$ cat src/rtl/lpq_pkg.sv
package lpq_pkg;

    localparam int REG_AW = 3;

    localparam logic [REG_AW-1:0] A_CTRL  = 3'd0;
    localparam logic [REG_AW-1:0] A_MODE  = 3'd1;
    localparam logic [REG_AW-1:0] A_CEIL  = 3'd2;
    localparam logic [REG_AW-1:0] A_CMP   = 3'd3;
    localparam logic [REG_AW-1:0] A_FLAGS = 3'd4;
    localparam logic [REG_AW-1:0] A_ACK   = 3'd5;
    localparam logic [REG_AW-1:0] A_COUNT = 3'd6;

    typedef enum logic [1:0] {
        POL_RISE = 2'd0,
        POL_FALL = 2'd1,
        POL_BOTH = 2'd2,
        POL_BAD  = 2'd3
    } pol_e;

    // True when the edge kind observed matches the selected polarity.
    function automatic logic edge_hit(pol_e pol, logic rose, logic fell);
        case (pol)
            POL_RISE: return rose;
            POL_FALL: return fell;
            POL_BOTH: return rose | fell;
            default:  return 1'b0;
        endcase
    endfunction

endpackage

$ cat src/rtl/lpq_sync.sv
module lpq_sync #(
    parameter int N      = 2,
    parameter int STAGES = 2
) (
    input  logic         clk,
    input  logic         rst_n,
    input  logic [N-1:0] din,
    output logic [N-1:0] dout
);
    for (genvar i = 0; i < N; i++) begin : g_bit
        logic [STAGES-1:0] chain_d, chain_q;

        always_comb begin
            chain_d = {chain_q[STAGES-2:0], din[i]};
        end

        always_ff @(posedge clk or negedge rst_n) begin
            if (!rst_n) chain_q <= '0;
            else        chain_q <= chain_d;
        end

        assign dout[i] = chain_q[STAGES-1];
    end
endmodule

$ cat src/rtl/lpq_step_decode.sv
module lpq_step_decode
    import lpq_pkg::*;
(
    input  logic       clk,
    input  logic       rst_n,
    input  logic [1:0] pair,      // {in1, in2} after synchronization
    input  logic       quad_sel,
    input  logic       ext_sel,
    input  pol_e       pol,
    output logic       step_up,
    output logic       step_dn
);
    logic [1:0] prev_d, prev_q;
    logic       p1_rise, p1_fall, p2_rise, p2_fall;
    logic       fwd, rev;

    always_comb begin
        prev_d  = pair;
        p1_rise = ~prev_q[1] &  pair[1];
        p1_fall =  prev_q[1] & ~pair[1];
        p2_rise = ~prev_q[0] &  pair[0];
        p2_fall =  prev_q[0] & ~pair[0];

        fwd = (prev_q == 2'b00 && pair == 2'b01) ||
              (prev_q == 2'b01 && pair == 2'b11) ||
              (prev_q == 2'b11 && pair == 2'b10) ||
              (prev_q == 2'b10 && pair == 2'b00);
        rev = (prev_q == 2'b01 && pair == 2'b00) ||
              (prev_q == 2'b11 && pair == 2'b01) ||
              (prev_q == 2'b10 && pair == 2'b11) ||
              (prev_q == 2'b00 && pair == 2'b10);

        if (quad_sel) begin
            step_up = fwd & edge_hit(pol, p1_rise | p2_rise, p1_fall | p2_fall);
            step_dn = rev & edge_hit(pol, p1_rise | p2_rise, p1_fall | p2_fall);
        end else begin
            step_up = ext_sel & edge_hit(pol, p1_rise, p1_fall);
            step_dn = 1'b0;
        end
    end

    always_ff @(posedge clk or negedge rst_n) begin
        if (!rst_n) prev_q <= 2'b00;
        else        prev_q <= prev_d;
    end
endmodule

$ cat src/rtl/lpq_wrap_counter.sv
module lpq_wrap_counter #(
    parameter int CNT_W = 16
) (
    input  logic             clk,
    input  logic             rst_n,
    input  logic             clear,
    input  logic             up,
    input  logic             dn,
    input  logic [CNT_W-1:0] ceil,
    output logic [CNT_W-1:0] cnt
);
    logic [CNT_W-1:0] cnt_d, cnt_q;

    always_comb begin
        cnt_d = cnt_q;
        if (clear) begin
            cnt_d = '0;
        end else if (up) begin
            cnt_d = (cnt_q >= ceil) ? '0 : cnt_q + 1'b1;
        end else if (dn) begin
            cnt_d = (cnt_q == '0) ? ceil : cnt_q - 1'b1;
        end
    end

    always_ff @(posedge clk or negedge rst_n) begin
        if (!rst_n) cnt_q <= '0;
        else        cnt_q <= cnt_d;
    end

    assign cnt = cnt_q;
endmodule

$ cat src/rtl/lpq_counter.sv
module lpq_counter
    import lpq_pkg::*;
#(
    parameter int CNT_W       = 16,
    parameter int DATA_W      = 16,
    parameter int SYNC_STAGES = 2
) (
    input  logic              clk,
    input  logic              rst_n,
    input  logic              in1,
    input  logic              in2,
    input  logic              wr_en,
    input  logic              rd_en,
    input  logic [2:0]        addr,
    input  logic [DATA_W-1:0] wr_data,
    output logic [DATA_W-1:0] rd_data
);
    localparam logic [CNT_W-1:0] CEIL_RST = {CNT_W{1'b1}};

    typedef struct packed {
        logic              en;
        logic              run;
        logic              quad;
        logic              ext;
        pol_e              pol;
        logic [CNT_W-1:0]  ceil;
        logic [CNT_W-1:0]  cmp;
        logic              ceil_ok;
        logic              cmp_ok;
        logic [DATA_W-1:0] rdata;
    } regs_t;

    regs_t            st_d, st_q;
    logic [1:0]       pair;
    logic             step_up, step_dn;
    logic [CNT_W-1:0] cnt;
    logic [DATA_W-1:0] rd_mux;

    // Plain views of state for the bound checker.
    logic             en_w, run_w, ceil_ok_w, cmp_ok_w;
    logic [CNT_W-1:0] ceil_w;
    assign en_w      = st_q.en;
    assign run_w     = st_q.en & st_q.run;
    assign ceil_ok_w = st_q.ceil_ok;
    assign cmp_ok_w  = st_q.cmp_ok;
    assign ceil_w    = st_q.ceil;

    lpq_sync #(.N(2), .STAGES(SYNC_STAGES)) u_sync (
        .clk   (clk),
        .rst_n (rst_n),
        .din   ({in1, in2}),
        .dout  (pair)
    );

    lpq_step_decode u_dec (
        .clk      (clk),
        .rst_n    (rst_n),
        .pair     (pair),
        .quad_sel (st_q.quad),
        .ext_sel  (st_q.ext),
        .pol      (st_q.pol),
        .step_up  (step_up),
        .step_dn  (step_dn)
    );

    lpq_wrap_counter #(.CNT_W(CNT_W)) u_cnt (
        .clk   (clk),
        .rst_n (rst_n),
        .clear (~st_q.en),
        .up    (step_up & run_w),
        .dn    (step_dn & run_w),
        .ceil  (st_q.ceil),
        .cnt   (cnt)
    );

    always_comb begin
        rd_mux = '0;
        case (addr)
            A_CTRL:  rd_mux[1:0] = {st_q.run, st_q.en};
            A_MODE:  rd_mux[3:0] = {st_q.pol, st_q.ext, st_q.quad};
            A_CEIL:  rd_mux[CNT_W-1:0] = st_q.ceil;
            A_CMP:   rd_mux[CNT_W-1:0] = st_q.cmp;
            A_FLAGS: rd_mux[1:0] = {st_q.cmp_ok, st_q.ceil_ok};
            A_COUNT: rd_mux[CNT_W-1:0] = cnt;
            default: rd_mux = '0;
        endcase
    end

    always_comb begin
        st_d = st_q;
        if (wr_en) begin
            case (addr)
                A_CTRL: begin
                    st_d.en  = wr_data[0];
                    st_d.run = wr_data[0] & wr_data[1] & st_q.en;
                end
                A_MODE: begin
                    if (!st_q.en) begin
                        st_d.quad = wr_data[0];
                        st_d.ext  = wr_data[1];
                        if (pol_e'(wr_data[3:2]) != POL_BAD) st_d.pol = pol_e'(wr_data[3:2]);
                    end
                end
                A_CEIL: begin
                    if (st_q.en) begin
                        st_d.ceil    = wr_data[CNT_W-1:0];
                        st_d.ceil_ok = 1'b1;
                    end
                end
                A_CMP: begin
                    if (st_q.en) begin
                        st_d.cmp    = wr_data[CNT_W-1:0];
                        st_d.cmp_ok = 1'b1;
                    end
                end
                A_ACK: begin
                    st_d.ceil_ok = st_q.ceil_ok & ~wr_data[0];
                    st_d.cmp_ok  = st_q.cmp_ok  & ~wr_data[1];
                end
                default: ;
            endcase
        end
        if (rd_en) st_d.rdata = rd_mux;
    end

    always_ff @(posedge clk or negedge rst_n) begin
        if (!rst_n) begin
            st_q      <= '0;
            st_q.pol  <= POL_RISE;
            st_q.ceil <= CEIL_RST;
        end else begin
            st_q <= st_d;
        end
    end

    assign rd_data = st_q.rdata;
endmodule

$ cat config.mk
export PLATFORM = sky130hd
export DESIGN_NAME = lpq_counter
export DESIGN_NICKNAME = d
export VERILOG_FILES = /design/src/rtl/lpq_pkg.sv /design/src/rtl/lpq_sync.sv /design/src/rtl/lpq_step_decode.sv /design/src/rtl/lpq_wrap_counter.sv /design/src/rtl/lpq_counter.sv
export SDC_FILE = /design/constraint.sdc
export NUM_CORES = 1
export LEC_CHECK = 0
export BUFFER_PORTS_ARGS = -buffer_cell sky130_fd_sc_hd__buf_4
export CORE_MARGIN = 1
export CORE_UTILIZATION = 30
export DETAILED_ROUTE_END_ITERATION = 8
export PLACE_DENSITY = 0.47
export SYNTH_ARGS = -nofsm -noshare
export SYNTH_HDL_FRONTEND = slang
export SYNTH_SLANG_ARGS = --single-unit
$ cat constraint.sdc
create_clock -name clk -period 2.2 [get_ports clk]
set_clock_uncertainty 0.15 [all_clocks]
set_input_delay 0.11 -clock clk [delete_from_list [all_inputs] [get_ports clk]]
set_output_delay 0.11 -clock clk [all_outputs]
set_load 0.1 [all_outputs]
==> impl_metrics.tcl, run 1 <==
set metrics [dict create \
    syn2layout_area_growth_pct 31.9 \
    period_share_pct 108 \
    tightest_slew_ns 0.518 \
    antennaDiodeCount 0 \
    row_count 47 \
    async_flop_share_pct 100 \
    dieArea_mm2 0.0175 \
    cp_data_arrival_time_ns 2.45 \
    grt_pass1_vias 4597 \
    final_common_cell "buf_4" \
    power_mw 5.86 \
    dp.cells 839 \
    nets 700 \
    ys_warn_count 0 \
    ir_worst_vdd_mv 0.532 \
    final_core_util_pct 40.6 \
    synth_edf_count 0 \
    clk_pin_slew_ns 0.06 \
    synth_top_cell_area_share_pct 30.4 \
    ioPinCount 41 \
    numCtsBuffers 9 \
    period_needed_ns 2.37 \
    drive_gt1_share_pct 34.7 \
    vias_per_cell 5.00 \
    grt_use_total_pct 17.6 \
    power.switching_mw 2.08 \
    max-cap-violations 0 \
    comb_power_share_pct 39.8 \
    multi_input_area_mm2 0.00285 \
    power_leakage_nw 3.01 \
    setup_viol 16 \
    yosysTopAreaCell "dfrtp_1" \
    die_h_um 132 \
    worstHoldEndpoint "rd_data[1]" \
    synth_nets 596 \
    finalNonFillerCells 879 \
    synth.distinct_cells 75 \
    die_x_um 132 \
    pwr-share-clk_pct 26.1 \
    grt_max_degree 52 \
    gp_congestion 0.851 \
    start_kind "flip-flop" \
    synth_cells 550 \
    core_area_mm2 0.0166 \
    critical_path_class "reg -> reg" \
    min_path_cells 3 \
    max_clock_freq_mhz 422 \
    place_hpwl_um 11100 \
    start_util_pct 30.8 \
    drtIter0Drc 299 \
    synth.area.top_cells "dfrtp_1 (30%), dfstp_2 (8.2%), ha_1 (5.2%)" \
    cts_tree "yes" \
    grt.overflow.total 0 \
    cts-root-buf "clkbuf_16" \
    num-fill-cells 1699 \
    holdWs_ns 0.0151 \
    htreeDepth 3 \
    crit_required_ns 2.28 \
    synth_area_per_cell_um2 9.27 \
    dominantRegCellSynth "dfrtp_1" \
    hold_violations 0 \
    rsz0062_at_grt "true" \
    cts_buffer_depth 2 \
    hold_class "in -> reg" \
    antenna_left 0 \
    vias 4397 \
    synth_seq_area_share_pct 38.7 \
    drc 0 \
    rr_worst_depth 9 \
    dr.pass1.iters 5 \
    cts.sinks 78 \
    antenna_found_initial 0 \
    r2r_end "u_cnt.cnt[8]" \
    portBuffers 40 \
    cp-end-kind "flip-flop" \
    p_per_area_mw_per_mm2 871 \
    seq_area_mm2 0.00197 \
    synth_area_mm2 0.00510 \
    maxSlewViolCount 0 \
    grt_pass1_wl_um 24200 \
    violations "negative setup slack" \
    clock_latency_ns 0.35 \
    status "finished with violations" \
    relSlewSlack_pct 65.4 \
    synth-seq-cells 78 \
    internal_power_mw 3.78 \
    layout_common_cells "buf_4 (116), dfrtp_1 (62), nand2_1 (45)" \
    timing.rr.start "ceil_w[13]" \
    tns_ns -1.57 \
    crit_fanout 7 \
    p_sw_share_pct 35.4 \
    wl_per_cell_um 16.6 \
    min_from "addr[1]" \
    fin_ws_ns -0.168 \
    reg2reg_slack_ns -0.17 \
    pwr-share-seq_pct 34.1 \
    drt_wl_total_um 14600 \
]
==> worst max path at each step <==
stage	startpoint	end	slack, ns	depth (start not counted)
after global routing	ceil_w[13]	u_cnt.cnt[8]	-0.28	9
after detailed placement	ceil_w[15]	u_cnt.cnt[9]	-0.33	9
final	ceil_w[13]	u_cnt.cnt[8]	-0.17	9
after CTS	ceil_w[13]	u_cnt.cnt[8]	-0.18	9
after floorplan	ceil_w[1]	u_cnt.cnt[3]	-0.08	10
after global placement	ceil_w[14]	u_cnt.cnt[11]	-0.23	9
==> cell type report <==
cell class | instances | area share [%]
multi-input cells | 380 | 42.4
flip-flops and latches | 78 | 29.3
repair buffers | 142 | 17.3
well taps | 220 | 4.09
clock buffers | 10 | 3.55
inverters | 43 | 2.40
clock inverters | 6 | 0.911
==> routing by layer <==
metal | global-route usage [%] | share of wire, %
met3 | 3.04 | 3.3
met5 | 0 | 0
met1 | 22.2 | 45
met2 | 30.8 | 50
met4 | 5.04 | 1.5
==> critical path, stage by stage, from the launching register on <==
cell and delay (ns):
dfstp_2 0.54, inv_2 0.05, ha_4 0.26, nand4_1 0.12, nor2_2 0.18, o211ai_1 0.11
and4_4 0.22, buf_8 0.14, a31o_1 0.20, a221o_1 0.29
==> repair_timing <==
action / 4_1_cts / 5_1_grt
pin swaps: 16 / 6
gates cloned: 1 / 0
endpoints found under the setup margin: 16 / 16
hold buffers: 21 / 0
resized for setup: 24 / 1
hold endpoints to repair: 111 / 0
buffers inserted: 3 / 0
==> power groups by stage <==
stage | registers (mW) | logic (mW) | clock network [mW]
after global placement | 2.00 | 2.22 | 0
after global routing | 2.04 | 2.54 | 1.63
after floorplan | 2.00 | 1.37 | 0
final | 2.00 | 2.33 | 1.53
after detailed placement | 2.02 | 2.23 | 0
after CTS | 2.00 | 2.36 | 1.58
==> sequential cells by signal (all words and copies together) (netlist names) <==
signal / flops
ceil_ok_w: 1
ceil_w: 16
cmp_ok_w: 1
en_w: 1
rd_data: 16
st_q: 21
u_cnt.cnt: 16
u_dec.prev_q: 2
u_sync.g_bit.chain_q: 4
==> cell usage after synthesis, types with 16 or more instances <==
cell / number
ha_1: 21
buf_4: 19
dfstp_2: 16
o21ai_0: 24
inv_1: 42
dfrtp_1: 62
mux2i_1: 17
nand2_1: 47
clkbuf_1: 17
a21oi_1: 25
nor2_1: 44
mux2_2: 21
==> kinds of logic after synthesis <==
group,Yosys count,synth area share (%)
AO/OA/AOI/OAI,138,19.5
XOR/XNOR,10,1.72
adder cells (fa/ha/maj),21,5.15
buffers and inverters,92,8.93
flip-flops,78,38.7
multiplexers,38,7.97
AND/OR/NAND/NOR,173,18.1
==> stage by stage <==
stage / worst slack (ns) / instance area (µm²)
after floorplan: -0.0753 / 5170
final: -0.168 / 6730
after global routing: -0.284 / 6730
after global placement: -0.233 / 6070
after detailed placement: -0.334 / 6070
after CTS: -0.182 / 6750
Power figures use the tool's default switching activity.
==> inputs of run 2 (changes only) <==
--- a/config.mk
+++ b/config.mk
@@ -13,3 +13,4 @@
 export SYNTH_ARGS = -nofsm -noshare
 export SYNTH_HDL_FRONTEND = slang
+export SYNTH_HIERARCHICAL = 1
 export SYNTH_SLANG_ARGS = --single-unit
==> constraint.sdc (replaced) <==
create_clock -name clk -period 2.2 [get_ports clk]
set_clock_uncertainty 0.15 [all_clocks]
set_input_delay 0.22 -clock clk [delete_from_list [all_inputs] [get_ports clk]]
set_output_delay 0.22 -clock clk [all_outputs]
set_load 0.1 [all_outputs]
==> impl_metrics.tcl, run 2 <==
set metrics [dict create \
    status "finished with violations" \
    violations "negative setup slack" \
    antenna_found_initial 0 \
    period_share_pct 120 \
    cts_tree "yes" \
    yosys-top-cells-count "dfrtp_1 (62), inv_1 (43), nor2_1 (38)" \
    reg2reg_slack_ns -0.44 \
    synth_nets 575 \
    numCtsBuffers 9 \
    ys_warn_count 6 \
    slowest_stage "dfstp_2" \
    dr.pass1.iters 4 \
    vias_per_cell 5.08 \
    maxSlewViolCount 0 \
    grt_use_total_pct 18.9 \
    path_cells "inv_2 > ha_4 > nor2_4 > or3_1 > o221ai_2 > buf_4 > a211oi_4 > buf_6 > a211o_1 > a21o_1" \
    p_per_area_mw_per_mm2 895 \
    crit_required_ns 2.29 \
    grt_pass1_wl_um 25500 \
    drt_wl_total_um 16000 \
    gp_congestion 0.888 \
    critical_path_buf_inv_count 3 \
    rr_worst_depth 10 \
    final_cell_area_mm2 0.00727 \
    hold_violations 0 \
    dominantRegCellSynth "dfrtp_1" \
    period_needed_ns 2.64 \
    critical_path_class "reg -> reg" \
    antenna_left 0 \
    start_kind "flip-flop" \
    cts_buffer_depth 2 \
    layout_common_cells "buf_4 (152), dfrtp_1 (60), inv_1 (37)" \
    yosysTopAreaCell "dfrtp_1" \
    power_mw 6.51 \
    ioPinCount 41 \
    grt_max_degree 52 \
    synth_seq_area_share_pct 38.8 \
    dieArea_mm2 0.0175 \
    core_area_mm2 0.0166 \
    holdWs_ns 0.0836 \
    grt_pass1_vias 4699 \
    yosysMostFrequentCell "dfrtp_1" \
    drc 0 \
    largest_reg_flops 21 \
    cp_data_arrival_time_ns 2.73 \
    timing.rr.start "ceil_w[3]" \
    max-cap-violations 0 \
    crit_family "compound AO/OA/AOI/OAI gates" \
    top_register "st_q" \
    clk_pin_slew_ns 0.06 \
    htreeDepth 3 \
    r2r_end "u_cnt/cnt[9]" \
    vias 4554 \
    cts.sinks 78 \
    worstHoldEndpoint "rd_data[1]" \
    row_count 47 \
    portBuffers 40 \
    antennaDiodeCount 0 \
    cts-root-buf "clkbuf_16" \
    nets 718 \
    async_flop_share_pct 100 \
    relSlewSlack_pct 60.9 \
    post-place-ws_ns -0.580 \
    synth_top_cell_area_share_pct 30.5 \
    hold_class "in -> reg" \
    die_x_um 132 \
    setup_viol 16 \
    synth_edf_count 0 \
    final_common_cell "buf_4" \
    start_util_pct 30.7 \
    die_h_um 132 \
    clock_latency_ns 0.35 \
    max_stage_delay_ns 0.54 \
    synth_cells 529 \
    ir_worst_vdd_mv 0.468 \
    fin_ws_ns -0.437 \
    rsz0062_at_grt "true" \
    wl_per_cell_um 17.8 \
    crit_fanout 5 \
    syn2layout_area_growth_pct 43.0 \
    min_path_cells 3 \
    max_clock_freq_mhz 379 \
    drtIter0Drc 193 \
    power_leakage_nw 3.34 \
    place_hpwl_um 11700 \
    tns_ns -5.75 \
    drive_gt1_share_pct 46.4 \
    min_from "addr[1]" \
    synth.area.top_cells "dfrtp_1 (31%), dfstp_2 (8.3%), mux2_2 (5.8%)" \
    grt.overflow.total 0 \
    synth_area_per_cell_um2 9.61 \
    synth_area_mm2 0.00508 \
    synth.distinct_cells 76 \
    synth-seq-cells 78 \
    cp-end-kind "flip-flop" \
    tightest_slew_ns 0.585 \
    placed_cell_area_mm2 0.00631 \
]
## run 2: worst max-delay path by stage
| stage | startpoint | end | slack, ns | depth (start not counted) |
|---|---|---|---|---|
| finish | ceil_w[3] | u_cnt/cnt[9] | -0.44 | 10 |
| global route | u_sync/g_bit[1].chain_q[1] | u_cnt/cnt[6] | -0.50 | 14 |
| CTS | u_cnt/cnt[1] | u_cnt/cnt[6] | -0.41 | 8 |
| detailed placement | u_sync/g_bit[1].chain_q[1] | u_cnt/cnt[3] | -0.58 | 12 |
| global placement | u_sync/g_bit[1].chain_q[1] | u_cnt/cnt[11] | -0.46 | 12 |
| floorplan | u_cnt/cnt[6] | u_cnt/cnt[6] | -0.47 | 9 |
## run 2: what timing repair did
action,4_1_cts,5_1_grt
hold buffers,19,0
endpoints found under the setup margin,16,16
buffers inserted,8,5
cloned,1,0
pin swaps,15,29
endpoints found under the hold margin,64,0
gates resized for setup,36,42
## run 2: through the flow
step / util [%] / std cells
floorplan: - / 529
global placement: 38.0 / 850
detailed placement: 38.0 / 850
CTS: 42.4 / 893
global route: 43.8 / 897
finish: 43.8 / 897
## run 2: kinds of logic after synthesis
logic type | after synthesis | synth area share, %
adders and majority gates | 21 | 5.17
and+or+nand+nor | 147 | 15.3
AOI/OAI and AO/OA | 126 | 17.4
muxes | 52 | 11.8
DFF | 78 | 38.8
buffers and inverters | 95 | 9.79
xor gates and xnor gates | 10 | 1.72
## run 2: report_power, final
group / internal (mW) / total (mW) / switching (mW)
clock: 0.994 / 1.63 / 0.636
sequential: 1.74 / 1.93 / 0.188
combinational: 1.42 / 2.95 / 1.53
total: 4.15 / 6.51 / 2.35
## run 2: area by class of cell
| cell class | count | area [µm²] |
|---|---|---|
| fill | 1623 | 9310 |
| multi-input combinational | 357 | 3070 |
| sequential | 78 | 1970 |
| timing repair buffer | 183 | 1480 |
| tap | 220 | 275 |
| clock buffer | 10 | 229 |
| inverter | 43 | 161 |
| clock inverter | 6 | 87.6 |
## run 2: per-layer routing
layer  GRT usage (%)  up-vias  wire length, µm
li1                -     2187                -
met1            23.4     2219             6940
met2            32.3      126             8000
met3            3.92       22              665
met4            7.02        0              357
met5               0        -                0
## run 2: worst reg2reg max path: stages (launching register included)
cell      delay [ns]
dfstp_2         0.54
inv_2           0.05
ha_4            0.26
nor2_4          0.04
or3_1           0.38
o221ai_2        0.27
buf_4           0.20
a211oi_4        0.07
buf_6           0.13
a211o_1         0.29
a21o_1          0.15
